`src/rtl/iqser_pkg.sv`:
```
package iqser_pkg;

  // Two channels, each an I and a Q word.
  localparam int NUM_WORDS = 4;

  // Strobes from the control FSM to the datapath.
  typedef struct packed {
    logic capture;  // load holding register
    logic shift;    // advance to next data bit
    logic dataEn;   // a data slot is on the wire
  } ctrl_strobe_t;

  typedef enum logic {
    ST_IDLE = 1'b0,
    ST_SEND = 1'b1
  } ser_state_e;

endpackage

```
`src/rtl/iqser_ctrl.sv`:
```
module iqser_ctrl
  import iqser_pkg::*;
#(
  parameter int WORD_W = 24,
  parameter int DIV_W  = 8
) (
  input  logic             clk,
  input  logic             rst,
  input  logic             sampleValid,
  input  logic [DIV_W-1:0] divSel,
  output ctrl_strobe_t     strobes,
  output logic             busy,
  output logic             sckRaw,
  output logic             fsRaw,
  output logic             overrunPulse
);

  localparam int FRAME_BITS = NUM_WORDS * WORD_W;
  localparam int SLOT_LAST  = FRAME_BITS;          // lead slot + data slots
  localparam int SLOT_W     = $clog2(FRAME_BITS + 1);
  localparam int SYNC_B     = (NUM_WORDS / 2) * WORD_W;  // last bit of channel A Q
  localparam int RATIO_W    = DIV_W + 1;

  ser_state_e          stateQ;
  logic [SLOT_W-1:0]   slotQ;
  logic [DIV_W-1:0]    phaseQ;
  logic [RATIO_W-1:0]  ratioQ;
  logic [RATIO_W-1:0]  ratioNew;
  logic [RATIO_W-1:0]  phaseExt;
  logic                periodEnd;
  logic                lastSlot;
  logic                overrunQ;

  assign busy     = (stateQ == ST_SEND);
  assign phaseExt = {1'b0, phaseQ};

  // Divide ratio: divSel + 1, with zero promoted to the minimum of two.
  assign ratioNew = (divSel == '0) ? RATIO_W'(2)
                                   : RATIO_W'(divSel) + RATIO_W'(1);

  assign periodEnd = busy && (phaseExt == (ratioQ - RATIO_W'(1)));
  assign lastSlot  = (slotQ == SLOT_W'(SLOT_LAST));

  always_comb begin
    strobes         = '0;
    strobes.capture = sampleValid && !busy;
    strobes.shift   = periodEnd && (slotQ != '0);
    strobes.dataEn  = busy && (slotQ != '0);
  end

  // Clock low for the first half (rounded down) of every period.
  assign sckRaw = busy && (phaseExt >= (ratioQ >> 1));
  assign fsRaw  = busy && ((slotQ == '0) || (slotQ == SLOT_W'(SYNC_B)));

  always_ff @(posedge clk) begin
    if (rst) begin
      stateQ   <= ST_IDLE;
      slotQ    <= '0;
      phaseQ   <= '0;
      ratioQ   <= RATIO_W'(2);
      overrunQ <= 1'b0;
    end else begin
      overrunQ <= sampleValid && busy;
      case (stateQ)
        ST_IDLE: begin
          if (sampleValid) begin
            stateQ <= ST_SEND;
            slotQ  <= '0;
            phaseQ <= '0;
            ratioQ <= ratioNew;
          end
        end
        ST_SEND: begin
          if (periodEnd) begin
            phaseQ <= '0;
            if (lastSlot) begin
              stateQ <= ST_IDLE;
            end else begin
              slotQ <= slotQ + 1'b1;
            end
          end else begin
            phaseQ <= phaseQ + 1'b1;
          end
        end
        default: stateQ <= ST_IDLE;
      endcase
    end
  end

  assign overrunPulse = overrunQ;

endmodule

```
`src/rtl/iqser_datapath.sv`:
```
module iqser_datapath
  import iqser_pkg::*;
#(
  parameter int WORD_W = 24
) (
  input  logic              clk,
  input  logic              rst,
  input  ctrl_strobe_t      strobes,
  input  logic [WORD_W-1:0] words [NUM_WORDS],
  input  logic              busy,
  input  logic              sckRaw,
  input  logic              fsRaw,
  input  logic              sckPol,
  input  logic              fsPol,
  input  logic              rdyPol,
  output logic              sck,
  output logic              fs,
  output logic              sdata,
  output logic              ready
);

  localparam int FRAME_BITS = NUM_WORDS * WORD_W;

  logic [FRAME_BITS-1:0] framePacked;
  logic [FRAME_BITS-1:0] holdQ;

  // Word 0 lands in the top bits so it leaves first.
  for (genvar w = 0; w < NUM_WORDS; w++) begin : g_pack
    assign framePacked[FRAME_BITS-1-w*WORD_W -: WORD_W] = words[w];
  end

  always_ff @(posedge clk) begin
    if (rst) begin
      holdQ <= '0;
    end else if (strobes.capture) begin
      holdQ <= framePacked;
    end else if (strobes.shift) begin
      holdQ <= {holdQ[FRAME_BITS-2:0], 1'b0};
    end
  end

  assign sdata = strobes.dataEn && holdQ[FRAME_BITS-1];
  assign sck   = sckRaw ^ sckPol;
  assign fs    = fsRaw ^ fsPol;
  assign ready = busy ^ rdyPol;

endmodule

```
`src/rtl/iq_serial_mux.sv`:
```
module iq_serial_mux
  import iqser_pkg::*;
#(
  parameter int WORD_W = 24,
  parameter int DIV_W  = 8
) (
  input  logic              clk,
  input  logic              rst,
  input  logic              sampleValid,
  input  logic [WORD_W-1:0] chanAI,
  input  logic [WORD_W-1:0] chanAQ,
  input  logic [WORD_W-1:0] chanBI,
  input  logic [WORD_W-1:0] chanBQ,
  input  logic [DIV_W-1:0]  divSel,
  input  logic              sckPol,
  input  logic              fsPol,
  input  logic              rdyPol,
  output logic              sck,
  output logic              fs,
  output logic              sdata,
  output logic              ready,
  output logic              overrun
);

  ctrl_strobe_t      strobes;
  logic              busy;
  logic              sckRaw;
  logic              fsRaw;
  logic [WORD_W-1:0] wordArr [NUM_WORDS];

  assign wordArr[0] = chanAI;
  assign wordArr[1] = chanAQ;
  assign wordArr[2] = chanBI;
  assign wordArr[3] = chanBQ;

  iqser_ctrl #(.WORD_W(WORD_W), .DIV_W(DIV_W)) u_ctrl (
    .clk          (clk),
    .rst          (rst),
    .sampleValid  (sampleValid),
    .divSel       (divSel),
    .strobes      (strobes),
    .busy         (busy),
    .sckRaw       (sckRaw),
    .fsRaw        (fsRaw),
    .overrunPulse (overrun)
  );

  iqser_datapath #(.WORD_W(WORD_W)) u_dp (
    .clk     (clk),
    .rst     (rst),
    .strobes (strobes),
    .words   (wordArr),
    .busy    (busy),
    .sckRaw  (sckRaw),
    .fsRaw   (fsRaw),
    .sckPol  (sckPol),
    .fsPol   (fsPol),
    .rdyPol  (rdyPol),
    .sck     (sck),
    .fs      (fs),
    .sdata   (sdata),
    .ready   (ready)
  );

endmodule

```
`config.mk`:
```
export PLATFORM = sky130hd
export DESIGN_NAME = iq_serial_mux
export DESIGN_NICKNAME = d
export VERILOG_FILES = /design/src/rtl/iqser_pkg.sv /design/src/rtl/iqser_ctrl.sv /design/src/rtl/iqser_datapath.sv /design/src/rtl/iq_serial_mux.sv
export SDC_FILE = /design/constraint.sdc
export NUM_CORES = 1
export LEC_CHECK = 0
export BUFFER_PORTS_ARGS = -buffer_cell sky130_fd_sc_hd__buf_4
export CORE_MARGIN = 2
export CORE_UTILIZATION = 61
export CTS_CLUSTER_SIZE = 40
export DETAILED_ROUTE_END_ITERATION = 10
export PLACE_DENSITY = 0.95
export SKIP_LAST_GASP = 1
export SYNTH_ARGS = -nofsm -noshare
export SYNTH_HDL_FRONTEND = slang
export SYNTH_SLANG_ARGS = --single-unit
```
`constraint.sdc`:
```
create_clock -name clk -period 5.7 [get_ports clk]
set_input_delay 0.57 -clock clk [delete_from_list [all_inputs] [get_ports clk]]
set_output_delay 0.57 -clock clk [all_outputs]
set_load 0.01 [all_outputs]
```
==> impl_results.md, run 1 <==
* CP endpoint kind: register
* Final Hold Viols at 0
* Post-Route WL at 15410 um
* R2r setup slk at 2330 ps
* Fmax at 296.3 MHz
* TritonCTS clock tree: yes
* PD cells at 297.7 mW/mm^2
* Xor and xnor area share after synthesis at 0.02113
* Slew @ Worst Pin at 1008 ps
* Root Driver: clkbuf_8
* Routability Congestion at 0.8351
* Clock Latency Late Sink at 510 ps
* Most frequent cells in the layout: 213 x nor2_1, 122 x dfxtp_1, 118 x buf_4, 100 x nor3_1, 88 x a2111oi_2
* Hold depth at 3
* Complex-gate fraction of the synthesized area at 0.2594
* Residual DRC at 0
* Via density at 5.909
* Final net count at 973
* Library cells used by synthesis at 49
* Die width at 108.3 um
* Antenna Nets Post-Route at 0
* Worst vdd ir at 0.0002256 V
* EDFF count, synth at 0
* Post-synth ARST share at 0
* Most common cell after layout, fill and taps aside: nor2_1
* Largest net degree at the start of global routing at 113
* Share of cells above drive strength 1 at 0.2900
* Mux share of post-synthesis cell area at 0.009055
* Clock transition at path regs at 60 ps
* Total grt overflow at 0
* Syn_area_per_cell at 8.514 um^2
* Synth Area in Adders at 0.02641
* Setup TNS at 0 ps
* Syn Inst Count at 779
* Hold Path Origin: chanBQ[0]
* Antenna Cells at 0
* Die ar. at 0.01172 mm^2
* Post-synthesis simple-gate area fraction at 0.2533
* Final Max Tran Viols at 0
* Clk_skew at 11.56 ps
* Data arrival, critical path at 3750 ps
* Post-route total power at 2390 uW
* DP Worst Slack at 2360 ps
* # IOs at 115
* Core ar. at 0.01075 mm^2
* Post-CTS setup buffer count at 0
* CP Launch Type: register
* Die height at 108.3 um
* FP Rows at 38
* Vias in the first global route at 5519
* Final worst slack at 2326 ps
* Slew HR at 0.3280
* Post-DR wirelength/cell at 15.38 um
* Overall Global Routing Usage at 0.2716
* PostCTS Resize Cnt at 0
* CTS Buf Count at 17
* Initial DRC count at 436
* Leak at 0.003033 uW
* IO Port Bufs at 114
* Syn_nets at 903
* Clk sinks at 122
* Crit Path Max Fanout at 86
* # hold bufs at CTS at 0
* Final setup violation count at 0
* Layout area overhead at 21.03%
* HPWL after DPL at 9671 um
* Outcome: completed
* H-tree depth at 4
* Ys Warns at 0
* WHS at 306.0 ps
* Post-Syn Area at 0.006633 mm^2
* Setup Crit Path Kind: register to register
* Total vias in the final route at 5921
* Clock buffer depth at 2
* Cell depth of the worst flop-to-flop path at 10
* Worst Hold Class: input pin to register
* End of the worst register-to-register path: u_dp.holdQ[12]
* Initial antenna violation count at 0
* Min-Delay Endpoint: u_dp.holdQ[0]
* Post-synthesis sequential area ratio at 0.3682
* Reg-to-Reg Start: u_ctrl.ratioQ[0]
* #FFs+latches synth at 122
* DRT Pass-1 Iters at 5
* Initial core utilization at 0.6173
* Data required, critical path at 6070 ps
* First-pass GRT wire length at 25440 um
* MaxCap Viol Count at 0
* Final cycle utilization of the critical path at 0.5920
* Worst setup path startpoint: u_ctrl.ratioQ[0]
* Synth Flop Type: dfxtp_1
* Largest family of logic cells by synthesized area: compound AO/OA/AOI/OAI gates
* Unrepaired setup endpoints after global routing: no
* Min Tclk post-route at 3374 ps
## layout make-up
class / instances / area [um^2]
Fill cell: 789 / 2718
Sequential cell: 122 / 2442
Multi-Input combinational cell: 565 / 3796
Clock buffer: 19 / 441.7
Timing Repair Buffer: 121 / 945.9
Tap cell: 140 / 175.2
Inverter: 22 / 82.58
Clock inverter: 13 / 143.9
## report_power, final
part	internal [uW]	leakage (uW)	switching [uW]
Combinational	174	0.00175	210
Sequential	915	0.00101	39.2
Clock	648	0.000277	404
## worst max path at each step
stage | slack [ps] | to
floorplan | 3260 | u_dp.holdQ[17]
global placement | 2500 | u_dp.holdQ[12]
detailed placement | 2360 | u_dp.holdQ[14]
CTS | 2280 | u_dp.holdQ[12]
global route | 2000 | u_dp.holdQ[16]
finish | 2330 | u_dp.holdQ[12]
## cell usage after synthesis, drive strengths merged (2+ instances only)
master   count  area (um^2)
and3         7        43.79
a21o         3        22.52
a22o         3        26.28
nand2b       4        25.02
nor2       214        803.3
buf         22        151.4
a31o         3        26.28
ha          14        175.2
nand4        2        12.51
a2111oi     94         1374
a21oi       15        75.07
or2          2        12.51
o22ai        6        37.54
nand2       21        78.83
nand3       16        80.08
xnor2        7        61.31
dfxtp      122         2442
mux2i        6        60.06
a311oi       3        26.28
nor2b        3        18.77
clkbuf      48        180.2
or3          4        25.02
or4          2        15.01
nor4         2        18.77
inv         22        82.58
a211oi       3        22.52
xor2         9        78.83
o21ai        9        45.04
nor3       100        500.5
## layer usage
metal,part of all wire,global-route usage,routed length [um]
met4,0.026,0.1007,396
met3,0.042,0.06691,650
met2,0.50,0.4555,7717
met5,0,0,0
met1,0.43,0.3385,6643
## metrics by stage
stage,instance area [um^2],utilization,std cells
6_report,8028,0.7471,1002
5_1_grt,8028,0.7471,1002
4_1_cts,8028,0.7471,1002
3_5_place_dp,7442,0.6926,970
3_3_place_gp,7442,0.6926,970
2_1_floorplan,6633,-,779
## worst max-delay path, stage by stage, from the launching register on
cell	delay, ps
dfxtp_1	390
inv_1	70
ha_1	230
nor2b_1	130
or3_1	340
a31o_1	250
nor3_1	210
and3_4	680
buf_12	450
nor3_1	80
a2111oi_0	390
## state kept, by name, indices dropped and copies added, names as in the netlist
name,count
u_dp.holdQ,96
u_ctrl.ratioQ,9
u_ctrl.phaseQ,8
u_ctrl.slotQ,7
u_ctrl.busy,1
u_ctrl.overrunPulse,1
## cells by family after synthesis
group                    Yosys count
flip-flops                       122
buffers and inverters             92
multiplexers                       6
AO/OA/AOI/OAI                    147
XOR/XNOR                          16
AND/OR/NAND/NOR                  382
adder cells (fa/ha/maj)           14
(Power assumes the default switching activity.)
==> run 2: changes to the inputs <==
--- a/config.mk
+++ b/config.mk
@@ -7,10 +7,10 @@
 export LEC_CHECK = 0
 export BUFFER_PORTS_ARGS = -buffer_cell sky130_fd_sc_hd__buf_4
 export CORE_MARGIN = 2
-export CORE_UTILIZATION = 61
+export CORE_UTILIZATION = 51
 export CTS_CLUSTER_SIZE = 40
 export DETAILED_ROUTE_END_ITERATION = 10
-export PLACE_DENSITY = 0.95
+export PLACE_DENSITY = 0.88
 export SKIP_LAST_GASP = 1
 export SYNTH_ARGS = -nofsm -noshare
 export SYNTH_HDL_FRONTEND = slang
==> constraint.sdc (replaced) <==
create_clock -name clk -period 3.1 [get_ports clk]
set_input_delay 0.31 -clock clk [delete_from_list [all_inputs] [get_ports clk]]
set_output_delay 0.31 -clock clk [all_outputs]
set_load 0.01 [all_outputs]
==> impl_results.md, run 2 (synthesized netlist as in run 1, its figures left out) <==
* Buf/Inv on CP at 2
* Post-DR wirelength/cell at 14.75 um
* Share of cells above drive strength 1 at 0.2972
* Antenna Nets Post-Route at 0
* Final cycle utilization of the critical path at 0.9287
* Final Hold Viols at 0
* Die height at 118.0 um
* Slew @ Worst Pin at 945.7 ps
* Leak at 0.003117 uW
* Clk_skew at 11.52 ps
* P_sw at 1181 uW
* Via density at 5.710
* Worst setup path startpoint: u_ctrl.phaseQ[0]
* Residual DRC at 0
* Clock Power Share at 0.455
* Slew HR at 0.3647
* CTS Buf Count at 17
* CP delay by family, top: compound AO/OA/AOI/OAI gates
* Multi-input combinational cell area at 0.003802 mm^2
* Biggest register: u_dp.holdQ
* Data required, critical path at 2790 ps
* Logic gate share of total power at 0.158
* Die ar. at 0.01393 mm^2
* Clk sinks at 122
* TritonCTS clock tree: yes
* Crit Path Max Fanout at 6
* Post-Route WL at 15340 um
* DP Area at 0.007602 mm^2
* # IOs at 115
* Worst vdd ir at 0.0004900 V
* Post-CTS setup buffer count at 0
* Fmax at 347.3 MHz
* Vias in the first global route at 5572
* Non-filler instance count after layout at 1040
* IO Port Bufs at 114
* Final Max Tran Viols at 0
* Total vias in the final route at 5938
* Data arrival, critical path at 2570 ps
* Final setup violation count at 0
* First-pass GRT wire length at 26180 um
* Crit path cell chain: inv_1 > ha_1 > nand2b_1 > a21o_1 > a21o_1 > a21oi_1 > o21ai_0 > nor4b_2 > a211o_1 > buf_4
* Most used cell, CP: a21o_1
* Initial DRC count at 356
* Layout area overhead at 24.20%
* Sequential share of power at 0.387
* Most frequent cells in the layout: 213 x nor2_1, 121 x dfxtp_1, 118 x buf_4, 100 x nor3_1, 88 x a2111oi_2
* Max reg flops at 96
* Clock buffer depth at 2
* CP endpoint kind: output port
* Total grt overflow at 0
* Final net count at 979
* FP Rows at 41
* Unrepaired setup endpoints after global routing: no
* Clock transition at path regs at 50 ps
* Inst Count DP at 1008
* Largest net degree at the start of global routing at 67
* Worst Hold Class: input pin to register
* Initial core utilization at 0.5235
* Cell area after layout at 0.008238 mm^2
* Critical path's slowest cell: dfxtp_2
* Int Power at 3350 uW
* Crit-path max cell delay at 370 ps
* HPWL after DPL at 9826 um
* CP Launch Type: register
* Largest regs: u_dp.holdQ x96, u_ctrl.ratioQ x9, u_ctrl.phaseQ x8
* DRT Pass-1 Iters at 5
* Routability Congestion at 0.8242
* Register area at 0.002444 mm^2
* Sw frac at 0.2607
* Antenna Cells at 0
* Initial antenna violation count at 0
* Setup Crit Path Kind: register to output port
* Outcome: completed
* Root Driver: clkbuf_16
* Min Tclk post-route at 2879 ps
* Most common cell after layout, fill and taps aside: nor2_1
* Reg-to-Reg Start: u_ctrl.ratioQ[0]
* Hold Path Origin: chanBQ[0]
* PD cells at 550.0 mW/mm^2
* Core ar. at 0.01267 mm^2
* Fillcell total at 1051
* MaxCap Viol Count at 0
* Setup TNS at 0 ps
* Overall Global Routing Usage at 0.2267
* Die width at 118.0 um
* H-tree depth at 4
* Clock Latency Late Sink at 420 ps
run 2: tightest hold or removal path: cells and delay by family:
family                 cells  cell delay, ps
AO/OA/AOI/OAI              1              50
buffers and inverters      1              80
AND/OR/NAND/NOR            1              90
run 2: power by group through the flow:
stage                     clock network [uW]  registers [uW]  logic (uW)
after floorplan                            0            1760         499
after global placement                     0            1780         685
after detailed placement                   0            1780         710
after CTS                               2080            1750         721
after global routing                    2160            1770         799
final                                   2060            1750         718
run 2: timing repair:
action                                  4_1_cts  5_1_grt
resized for setup                             0        2
hold buffers                                  0        0
endpoints found under the hold margin         0        0
endpoints found under the setup margin        0        1
run 2: per-layer routing:
| layer | routed length, um | global-route usage | share of wire |
|---|---|---|---|
| met1 | 6786 | 0.2819 | 0.44 |
| met3 | 637 | 0.05475 | 0.042 |
| met2 | 7539 | 0.3779 | 0.49 |
| met4 | 380 | 0.08961 | 0.025 |
| met5 | 0 | 0 | 0 |
run 2: cell type report:
class,count,share of cell area
Inverter,22,0.01002
Timing Repair Buffer,127,0.1294
Tap cell,172,0.02612
Clock inverter,8,0.01291
Sequential cell,122,0.2966
Multi-Input combinational cell,565,0.4616
Clock buffer,24,0.06334
run 2: final timing paths:
kind	cells past startpoint	to	slack, ps
setup / recovery	10	sck	220
hold / removal	3	u_dp.holdQ[0]	160
setup reg to reg	10	u_dp.holdQ[41]	250
hold reg to reg	2	u_ctrl.phaseQ[0]	490
run 2: metrics by stage:
stage	worst slack, ps	hold slack [ps]	power, uW	utilization
after global routing	20.18	149.2	4721	0.6501
after floorplan	662.0	444.9	2262	-
after detailed placement	286.9	492.0	2491	0.6000
final	221.0	163.4	4531	0.6501
after global placement	413.1	480.2	2464	0.6000
after CTS	121.8	154.2	4550	0.6496
